`src/rtl/pci_par_pkg.sv`:
```
// Shared widths and result type for the PCI parity checker.
// Assumes a 32-bit bus with four command/byte-enable lines.
package pci_par_pkg;
    localparam int PCI_AD_W = 32;
    localparam int PCI_BE_W = 4;

    // Outcome of one parity comparison, valid on the cycle after PAR was sampled
    typedef struct packed {
        logic valid;
        logic err;
    } par_result_t;
endpackage

```
`src/rtl/par_stage.sv`:
```
// Two-edge parity comparator: it captures the XOR of the covered lines when
// `sample` is high, and on the next edge compares it with PAR.
// Assumes PAR trails the lines it covers by exactly one clock (even parity).
module par_stage #(
    parameter int W = 36
) (
    input  logic                     clk,
    input  logic                     rst_n,
    input  logic                     sample,
    input  logic [W-1:0]             vec,
    input  logic                     par,
    output logic                     cap_valid,
    output pci_par_pkg::par_result_t result
);
    logic cap_xor;

    // Capture the line parity, then compare it against PAR one edge later
    always_ff @(posedge clk) begin
        if (!rst_n) begin
            cap_valid <= 1'b0;
            cap_xor   <= 1'b0;
            result    <= '0;
        end else begin
            cap_valid    <= sample;
            cap_xor      <= ^vec;
            result.valid <= cap_valid;
            result.err   <= cap_valid & (cap_xor ^ par);
        end
    end
endmodule

```
`src/rtl/sticky_flag.sv`:
```
// Write-one-to-clear status bit; a set on the same edge as a clear wins.
module sticky_flag (
    input  logic clk,
    input  logic rst_n,
    input  logic set,
    input  logic clr,
    output logic q
);
    // Hold the flag until it is cleared, with set taking priority
    always_ff @(posedge clk) begin
        if (!rst_n)   q <= 1'b0;
        else if (set) q <= 1'b1;
        else if (clr) q <= 1'b0;
    end
endmodule

```
`src/rtl/pci_parity_guard.sv`:
```
// PCI target parity checker and reporter. Address phases are checked when
// the device is not the master. Write data phases are checked on the IRDY#/TRDY#
// transfer edge. Reports go out on SERR#/PERR# two edges after the checked edge.
// Assumes addr_phase marks exactly the address cycle and wr_cmd stays stable
// for the whole target write.
module pci_parity_guard #(
    parameter int AD_W = pci_par_pkg::PCI_AD_W,
    parameter int BE_W = pci_par_pkg::PCI_BE_W
) (
    input  logic            clk,
    input  logic            rst_n,
    input  logic [AD_W-1:0] ad,
    input  logic [BE_W-1:0] cbe_n,
    input  logic            par,
    input  logic            frame_n,
    input  logic            irdy_n,
    input  logic            trdy_n,
    input  logic            bus_master,
    input  logic            addr_phase,
    input  logic            wr_cmd,
    input  logic            perr_en,
    input  logic            serr_en,
    input  logic            clr_dpe,
    input  logic            clr_sse,
    output logic            perr_n,
    output logic            perr_oe,
    output logic            serr_n,
    output logic            devsel_inhibit,
    output logic            stat_dpe,
    output logic            stat_sse
);
    import pci_par_pkg::*;

    localparam int VEC_W = AD_W + BE_W;

    logic [VEC_W-1:0] bus_vec;
    logic             addr_smp, data_smp;
    logic             a_cap, d_cap;
    par_result_t      a_res, d_res;
    logic             both_en, addr_report, inhib_q, perr_q, serr_q, oe_q;

    assign bus_vec  = {cbe_n, ad};
    assign addr_smp = addr_phase & ~bus_master;
    assign data_smp = wr_cmd & ~bus_master & ~irdy_n & ~trdy_n;
    assign both_en  = perr_en & serr_en;
    assign addr_report = a_res.err & both_en;

    par_stage #(.W(VEC_W)) u_addr_chk (
        .clk(clk), .rst_n(rst_n), .sample(addr_smp), .vec(bus_vec),
        .par(par), .cap_valid(a_cap), .result(a_res)
    );

    par_stage #(.W(VEC_W)) u_data_chk (
        .clk(clk), .rst_n(rst_n), .sample(data_smp), .vec(bus_vec),
        .par(par), .cap_valid(d_cap), .result(d_res)
    );

    // Register the SERR#/PERR# pulses one edge after the comparison
    always_ff @(posedge clk) begin
        if (!rst_n) begin
            serr_q <= 1'b1;
            perr_q <= 1'b1;
        end else begin
            serr_q <= ~addr_report;
            perr_q <= ~(d_res.err & perr_en);
        end
    end

    // Hold DEVSEL# back from an errored address until the bus goes idle
    always_ff @(posedge clk) begin
        if (!rst_n)                 inhib_q <= 1'b0;
        else if (addr_report)       inhib_q <= 1'b1;
        else if (frame_n & irdy_n)  inhib_q <= 1'b0;
    end

    // Drive PERR# during write data phases, the check pipeline and one recovery clock
    always_ff @(posedge clk) begin
        if (!rst_n) oe_q <= 1'b0;
        else        oe_q <= (wr_cmd & ~bus_master & (~frame_n | ~irdy_n))
                            | d_cap | d_res.valid | ~perr_q;
    end

    sticky_flag u_dpe (
        .clk(clk), .rst_n(rst_n), .set(a_res.err | d_res.err),
        .clr(clr_dpe), .q(stat_dpe)
    );

    sticky_flag u_sse (
        .clk(clk), .rst_n(rst_n), .set(addr_report),
        .clr(clr_sse), .q(stat_sse)
    );

    assign serr_n         = serr_q;
    assign perr_n         = perr_q;
    assign perr_oe        = oe_q;
    assign devsel_inhibit = inhib_q | addr_report;
endmodule

```
`config.mk`:
```
export PLATFORM = sky130hd
export DESIGN_NAME = pci_parity_guard
export DESIGN_NICKNAME = d
export VERILOG_FILES = /design/src/rtl/pci_par_pkg.sv /design/src/rtl/par_stage.sv /design/src/rtl/sticky_flag.sv /design/src/rtl/pci_parity_guard.sv
export SDC_FILE = /design/constraint.sdc
export NUM_CORES = 1
export LEC_CHECK = 0
export BUFFER_PORTS_ARGS = -buffer_cell sky130_fd_sc_hd__buf_4
export CAP_MARGIN = 20
export CORE_MARGIN = 5
export CORE_UTILIZATION = 38
export DETAILED_ROUTE_END_ITERATION = 8
export MAX_ROUTING_LAYER = met4
export PLACE_DENSITY = 0.81
export SYNTH_ARGS = -nofsm -noshare
export SYNTH_HDL_FRONTEND = slang
export SYNTH_SLANG_ARGS = --single-unit
```
`constraint.sdc`:
```
create_clock -name clk -period 1.7 [get_ports clk]
set_input_delay 0.425 -clock clk [delete_from_list [all_inputs] [get_ports clk]]
set_output_delay 0.425 -clock clk [all_outputs]
set_load 0.005 [all_outputs]
```
==> results of run 1 <==
==> flip-flops by register name, summed over array words and instances, names as in the netlist <==
signal                cells
u_data_chk.result         2
inhib_q                   1
u_addr_chk.result         1
u_sse.q                   1
u_data_chk.cap_valid      1
u_dpe.q                   1
perr_oe                   1
serr_n                    1
u_data_chk.cap_xor        1
perr_n                    1
u_addr_chk.cap_valid      1
==> final cells by class <==
class | count | area share [%]
well taps | 25 | 2.65
flip-flops and latches | 12 | 20.4
multi-input cells | 57 | 39.2
clock buffers | 4 | 3.08
inverters | 1 | 0.318
repair buffers | 54 | 34.4
==> kinds of logic (layout without fill, tap and decap cells) <==
family	Yosys count	after routing
xor gates and xnor gates	33	33
DFF	12	12
buffers and inverters	1	59
muxes	1	1
AOI/OAI and AO/OA	4	4
and+or+nand+nor	19	19
==> routing by layer <==
| layer | GRT usage (%) | routed length [um] | part of all wire (%) | up-vias |
|---|---|---|---|---|
| met4 | 2.55 | 0 | 0 | 0 |
| met3 | 5.35 | 196 | 12 | 0 |
| met1 | 13.0 | 535 | 32 | 301 |
| met5 | - | 0 | 0 | - |
| met2 | 25.0 | 937 | 56 | 31 |
| li1 | - | - | - | 343 |
==> synth_stat cells <==
cell      count  area share (%)
a21oi_1       3             2.1
nand4_1       1            0.89
xnor2_2       1             2.3
and2_1        2             1.8
mux2i_1       1             1.4
xnor2_1      25              31
nand2b_1      4             3.5
nor4_1        1            0.89
xnor3_1       2             6.4
and3_1        1            0.89
inv_2         1            0.53
nor3b_1       1             1.1
nand3b_1      1             1.1
a31oi_1       1            0.89
dfxtp_1      12              34
nand2_1       3             1.6
xor2_1        5             6.2
nor2_1        2             1.1
or2_2         1            0.89
nand3_1       2             1.4
==> report_power, final <==
part	total (mW)	leakage, nW	internal, mW	switching (mW)
combinational	0.361	0.424	0.245	0.115
sequential	0.303	0.0975	0.297	0.00569
clock	0.224	0.0210	0.130	0.0936
total	0.887	0.542	0.672	0.215
==> per-stage QoR <==
stage / power (mW) / instance area, um2 / util, % / std cells / setup slack, ns
final: 0.887 / 1180 / 67.5 / 153 / 0.239
after global routing: 0.949 / 1180 / 67.5 / 153 / 0.141
after CTS: 0.898 / 1180 / 67.5 / 153 / 0.225
after detailed placement: 0.675 / 1140 / 65.4 / 149 / -0.0614
after global placement: 0.666 / 1140 / 65.4 / 149 / -0.0180
after floorplan: 0.551 / 706 / - / 70 / 0.132
==> worst min path at each step <==
stage	depth (start not counted)	end	start	slack (ns)
floorplan	1	perr_n$_SDFF_PN1_	u_data_chk.result[0]$_SDFF_PN0_	0.37
global placement	1	perr_n$_SDFF_PN1_	u_data_chk.result[0]$_SDFF_PN0_	0.38
detailed placement	1	perr_n$_SDFF_PN1_	u_data_chk.result[0]$_SDFF_PN0_	0.39
CTS	2	u_data_chk.cap_valid$_SDFF_PN0_	irdy_n	0.31
global route	2	u_data_chk.cap_valid$_SDFF_PN0_	irdy_n	0.30
finish	2	u_data_chk.cap_valid$_SDFF_PN0_	irdy_n	0.32
==> metrics.yaml, run 1 <==
status:
  outcome: "finished, final reports clean"
synth:
  yosysSeqAreaShare_pct: 34.0
  synth.avg_cell_area_um2: 10.1
  synth_fp_nets: 119
  muxShareOfSynthArea_pct: 1.42
  synth_compound_area_share_pct: 3.01
  synthSimpleGateAreaFrac_pct: 15.1
  synth_top_family_by_area: "XOR/XNOR gates"
  synth_xor_area_share_pct: 45.9
  synthCells: 70
  syn_area_um2: 706
  synth_warnings: 0
  ys_ff_latch: 12
  synth_cell_types: 20
  yosys.area_share.adder_pct: 0
die:
  die_area_mm2: 0.00282
  core_mm2: 0.00175
  rows: 15
  die_w_um: 53.1
  start_util_pct: 40.4
  pin_count: 55
  die_y_um: 53.1
critical_path:
  endpoint_kind: "flop"
  regToRegEndpoint: "u_addr_chk.result[0]$_SDFF_PN0_"
  path_cells: "buf_4 -> xor2_1 -> xnor2_1 -> xnor3_1 -> or2_2 -> mux2i_1"
  crit_end: "u_data_chk.cap_xor$_SDFF_PN0_"
  crit_family: "XOR/XNOR gates"
  slowest_stage: "xnor3_1"
  max_stage_delay_ns: 0.42
  ff2ff_path_depth: 2
  worst-path-max-fanout: 2
  cp.arrival_ns: 1.67
  crit_start: "ad[28]"
  reg2reg_setup_slack_ns: 0.98
  crit_cells: 6
  path_class: "input pin to flop"
  r2r_start: "u_data_chk.cap_xor$_SDFF_PN0_"
  required_ns: 1.91
  path_buf_inv: 1
  worstSetupStartpointType: "input pin"
timing:
  tightest_slew_ns: 0.246
  tns_ns: 0
  post-route-min-period_ns: 1.46
  rsz0062_at_grt: "no"
  hold_slack_ns: 0.315
  hold_viol: 0
  min_period_over_period_pct: 85.9
  fin_skew_ns: 0.000283
  drv_slew: 0
  finalSetupViolCount: 0
  slew_headroom_pct: 83.5
  clock.fmax_mhz: 685
route:
  routedWlPerCell_um: 10.9
  antenna_left: 0
  drt_iter0_markers: 3
  num_vias: 675
  drt_pre_antenna_iters: 4
  wirelength_um: 1670
  vias_per_cell: 4.41
  drcViolationCount: 0
cts:
  cts_resized: 0
  clk_latency_ns: 0.27
  hold_buffers: 0
  clkTransAtPathRegs_ns: 0.07
  cts_tree: "done"
  cts_buffers: 3
  cts_buffer_depth: 2
  cts_setup_buffers: 0
  ctsHtreeMaxLevel: 1
  cts_sinks: 12
  root_buffer: "clkbuf_4"
grt:
  grt_pass1_wl_um: 2730
  grt_max_degree: 8
  grt_pass1_vias: 695
  antenna_found_initial: 0
  grt_usage_pct: 13.4
  grt-ovfl-total: 0
finish:
  multi_input_area_um2: 462
  n_fill_cell: 159
  fin_nets: 178
  seqCellArea_um2: 240
  syn_to_final_growth_pct: 67.0
  antenna_cells: 0
  drive_gt1_share_pct: 47.7
  final_cell_mix: "buf_4, xnor2_1, dfxtp_1"
  layout_commonest_cell: "buf_4"
placement:
  io_buffers: 54
  dp_hpwl_um: 1500
  gp_congestion: 0.739
pwr:
  worst_ir_drop_vdd_v: 0.000536
  power_density_mw_per_mm2: 753
  leakage_nw: 0.542
hold_path:
  hold_path_class: "input pin to flop"
job:
  max_cap_viol_count: 0
(Power assumes the default switching activity.)
==> run 2, diff against run 1 <==
MAX_ROUTING_LAYER = not set   (was met4)
==> metrics.yaml, run 2 (synthesis results as in run 1) <==
status:
  outcome: "finished, final reports clean"
cts:
  cts_sinks: 12  # unchanged
  clkTransAtPathRegs_ns: 0.07  # about the same
  cts_tree: "done"
  ctsHtreeMaxLevel: 1  # unchanged
  cts_setup_buffers: 0  # unchanged
  hold_buffers: 0  # unchanged
  cts_resized: 0  # unchanged
  clk_latency_ns: 0.27  # about the same
  cts_buffers: 3  # unchanged
  cts_buffer_depth: 2  # unchanged
  root_buffer: "clkbuf_4"
critical_path:
  ff2ff_path_depth: 2  # unchanged
  worst-path-max-fanout: 2  # unchanged
  path_cells: "buf_4 -> xor2_1 -> xnor2_1 -> xnor3_1 -> or2_2 -> mux2i_1"
  reg2reg_setup_slack_ns: 0.98  # about the same
  r2r_start: "u_data_chk.cap_xor$_SDFF_PN0_"
  cp.arrival_ns: 1.67  # about the same
  slowest_stage: "xnor3_1"
  regToRegEndpoint: "u_addr_chk.result[0]$_SDFF_PN0_"
  max_stage_delay_ns: 0.42  # about the same
  endpoint_kind: "flop"
  worstSetupStartpointType: "input pin"
  path_buf_inv: 1  # unchanged
  path_class: "input pin to flop"
  crit_family: "XOR/XNOR gates"
  required_ns: 1.91  # about the same
placement:
  placed_area_mm2: 0.00114  # unchanged
  dp_hpwl_um: 1500  # unchanged
  gp_congestion: 0.730  # -1.2%
  io_buffers: 54  # unchanged
pwr:
  leakage_nw: 0.542  # unchanged
  worst_ir_drop_vdd_v: 0.000536  # about the same
  power_density_mw_per_mm2: 753  # about the same
hold_path:
  whs_path_depth: 2  # unchanged
  hold_path_class: "input pin to flop"
  worstHoldStart: "irdy_n"
  worstHoldEndpoint: "u_data_chk.cap_valid$_SDFF_PN0_"
finish:
  syn_to_final_growth_pct: 67.0  # unchanged
  drive_gt1_share_pct: 47.7  # unchanged
  regMostFlops: "u_data_chk.result"
  final_area_mm2: 0.00118  # unchanged
  layout_commonest_cell: "buf_4"
  fin_nets: 178  # unchanged
  final_cell_mix: "buf_4, xnor2_1, dfxtp_1"
  antenna_cells: 0  # unchanged
  largest_reg_flops: 2  # unchanged
grt:
  busiest_layer: "met2"
  grt_pass1_vias: 695  # unchanged
  grtUsageMet3_pct: 5.92  # +0.56 points
  grtUsageMet1_pct: 12.6  # -0.34 points
  grt_pass1_wl_um: 2730  # unchanged
  grt_util_met2_pct: 25.0  # unchanged
  antenna_found_initial: 0  # unchanged
  grt-ovfl-total: 0  # unchanged
  grt_max_degree: 8  # unchanged
  grt_usage_pct: 13.1  # -0.33 points
timing:
  drv_slew: 0  # unchanged
  slew_headroom_pct: 83.5  # unchanged
  hold_slack_ns: 0.315  # unchanged
  post-route-min-period_ns: 1.46  # +0.000108 ns
  fin_skew_ns: 0.000283  # unchanged
  finalSetupViolCount: 0  # unchanged
  tns_ns: 0  # unchanged
  min_period_over_period_pct: 85.9  # about the same
  clock.fmax_mhz: 685  # about the same
  hold_viol: 0  # unchanged
  tightest_slew_ns: 0.246  # +0.000000238 ns
  rsz0062_at_grt: "no"
die:
  pin_count: 55  # unchanged
  rows: 15  # unchanged
  die_y_um: 53.1  # unchanged
  start_util_pct: 40.4  # unchanged
  core_mm2: 0.00175  # unchanged
  die_area_mm2: 0.00282  # unchanged
  die_w_um: 53.1  # unchanged
route:
  vias_per_cell: 4.41  # unchanged
  routedWlPerCell_um: 10.9  # unchanged
  drt_pre_antenna_iters: 4  # unchanged
  drt_iter0_markers: 3  # unchanged
  num_vias: 675  # unchanged
  wirelength_um: 1670  # unchanged
  antenna_left: 0  # unchanged
  drcViolationCount: 0  # unchanged
job:
  max_cap_viol_count: 0  # unchanged
## run 2: cell type report
class | count | area, um2
repair buffers | 54 | 405
well taps | 25 | 31.3
fillers | 159 | 567
clock buffers | 4 | 36.3
inverters | 1 | 3.75
multi-input cells | 57 | 462
flip-flops and latches | 12 | 240
## run 2: worst register-to-register path, stage by stage (launching register included)
cell and delay, ns:
dfxtp_1 0.31, xor2_1 0.14, and3_1 0.17
## run 2: worst max-delay path by stage
| stage | startpoint | to | slack, ns | cells past startpoint |
|---|---|---|---|---|
| 2_1_floorplan | ad[28] | u_data_chk.cap_xor$_SDFF_PN0_ | 0.13 | 5 |
| 3_3_place_gp | ad[28] | u_data_chk.cap_xor$_SDFF_PN0_ | -0.02 | 6 |
| 3_5_place_dp | ad[28] | u_data_chk.cap_xor$_SDFF_PN0_ | -0.06 | 6 |
| 4_1_cts | ad[28] | u_data_chk.cap_xor$_SDFF_PN0_ | 0.23 | 6 |
| 5_1_grt | ad[28] | u_data_chk.cap_xor$_SDFF_PN0_ | 0.14 | 6 |
| 6_report | ad[28] | u_data_chk.cap_xor$_SDFF_PN0_ | 0.24 | 6 |
## run 2: power by group
group	switching, mW	leakage, nW	internal [mW]	total, mW
combinational	0.115	0.424	0.245	0.361
sequential	0.00569	0.0975	0.297	0.303
clock	0.0936	0.0210	0.130	0.224
total	0.215	0.542	0.672	0.887
## run 2: stage by stage
step                      instances  power (mW)  setup WS (ns)  utilization [%]
after floorplan                  70       0.551          0.132                -
after global placement          149       0.666        -0.0180             65.4
after detailed placement        149       0.675        -0.0614             65.4
after CTS                       153       0.898          0.225             67.5
after global routing            153       0.949          0.141             67.5
final                           153       0.887          0.239             67.5
## run 2: metal layers
layer / up-vias / routed length [um]
li1: 343 / -
met1: 301 / 526
met2: 31 / 937
met3: 0 / 204
met4: 0 / 0
met5: - / 0
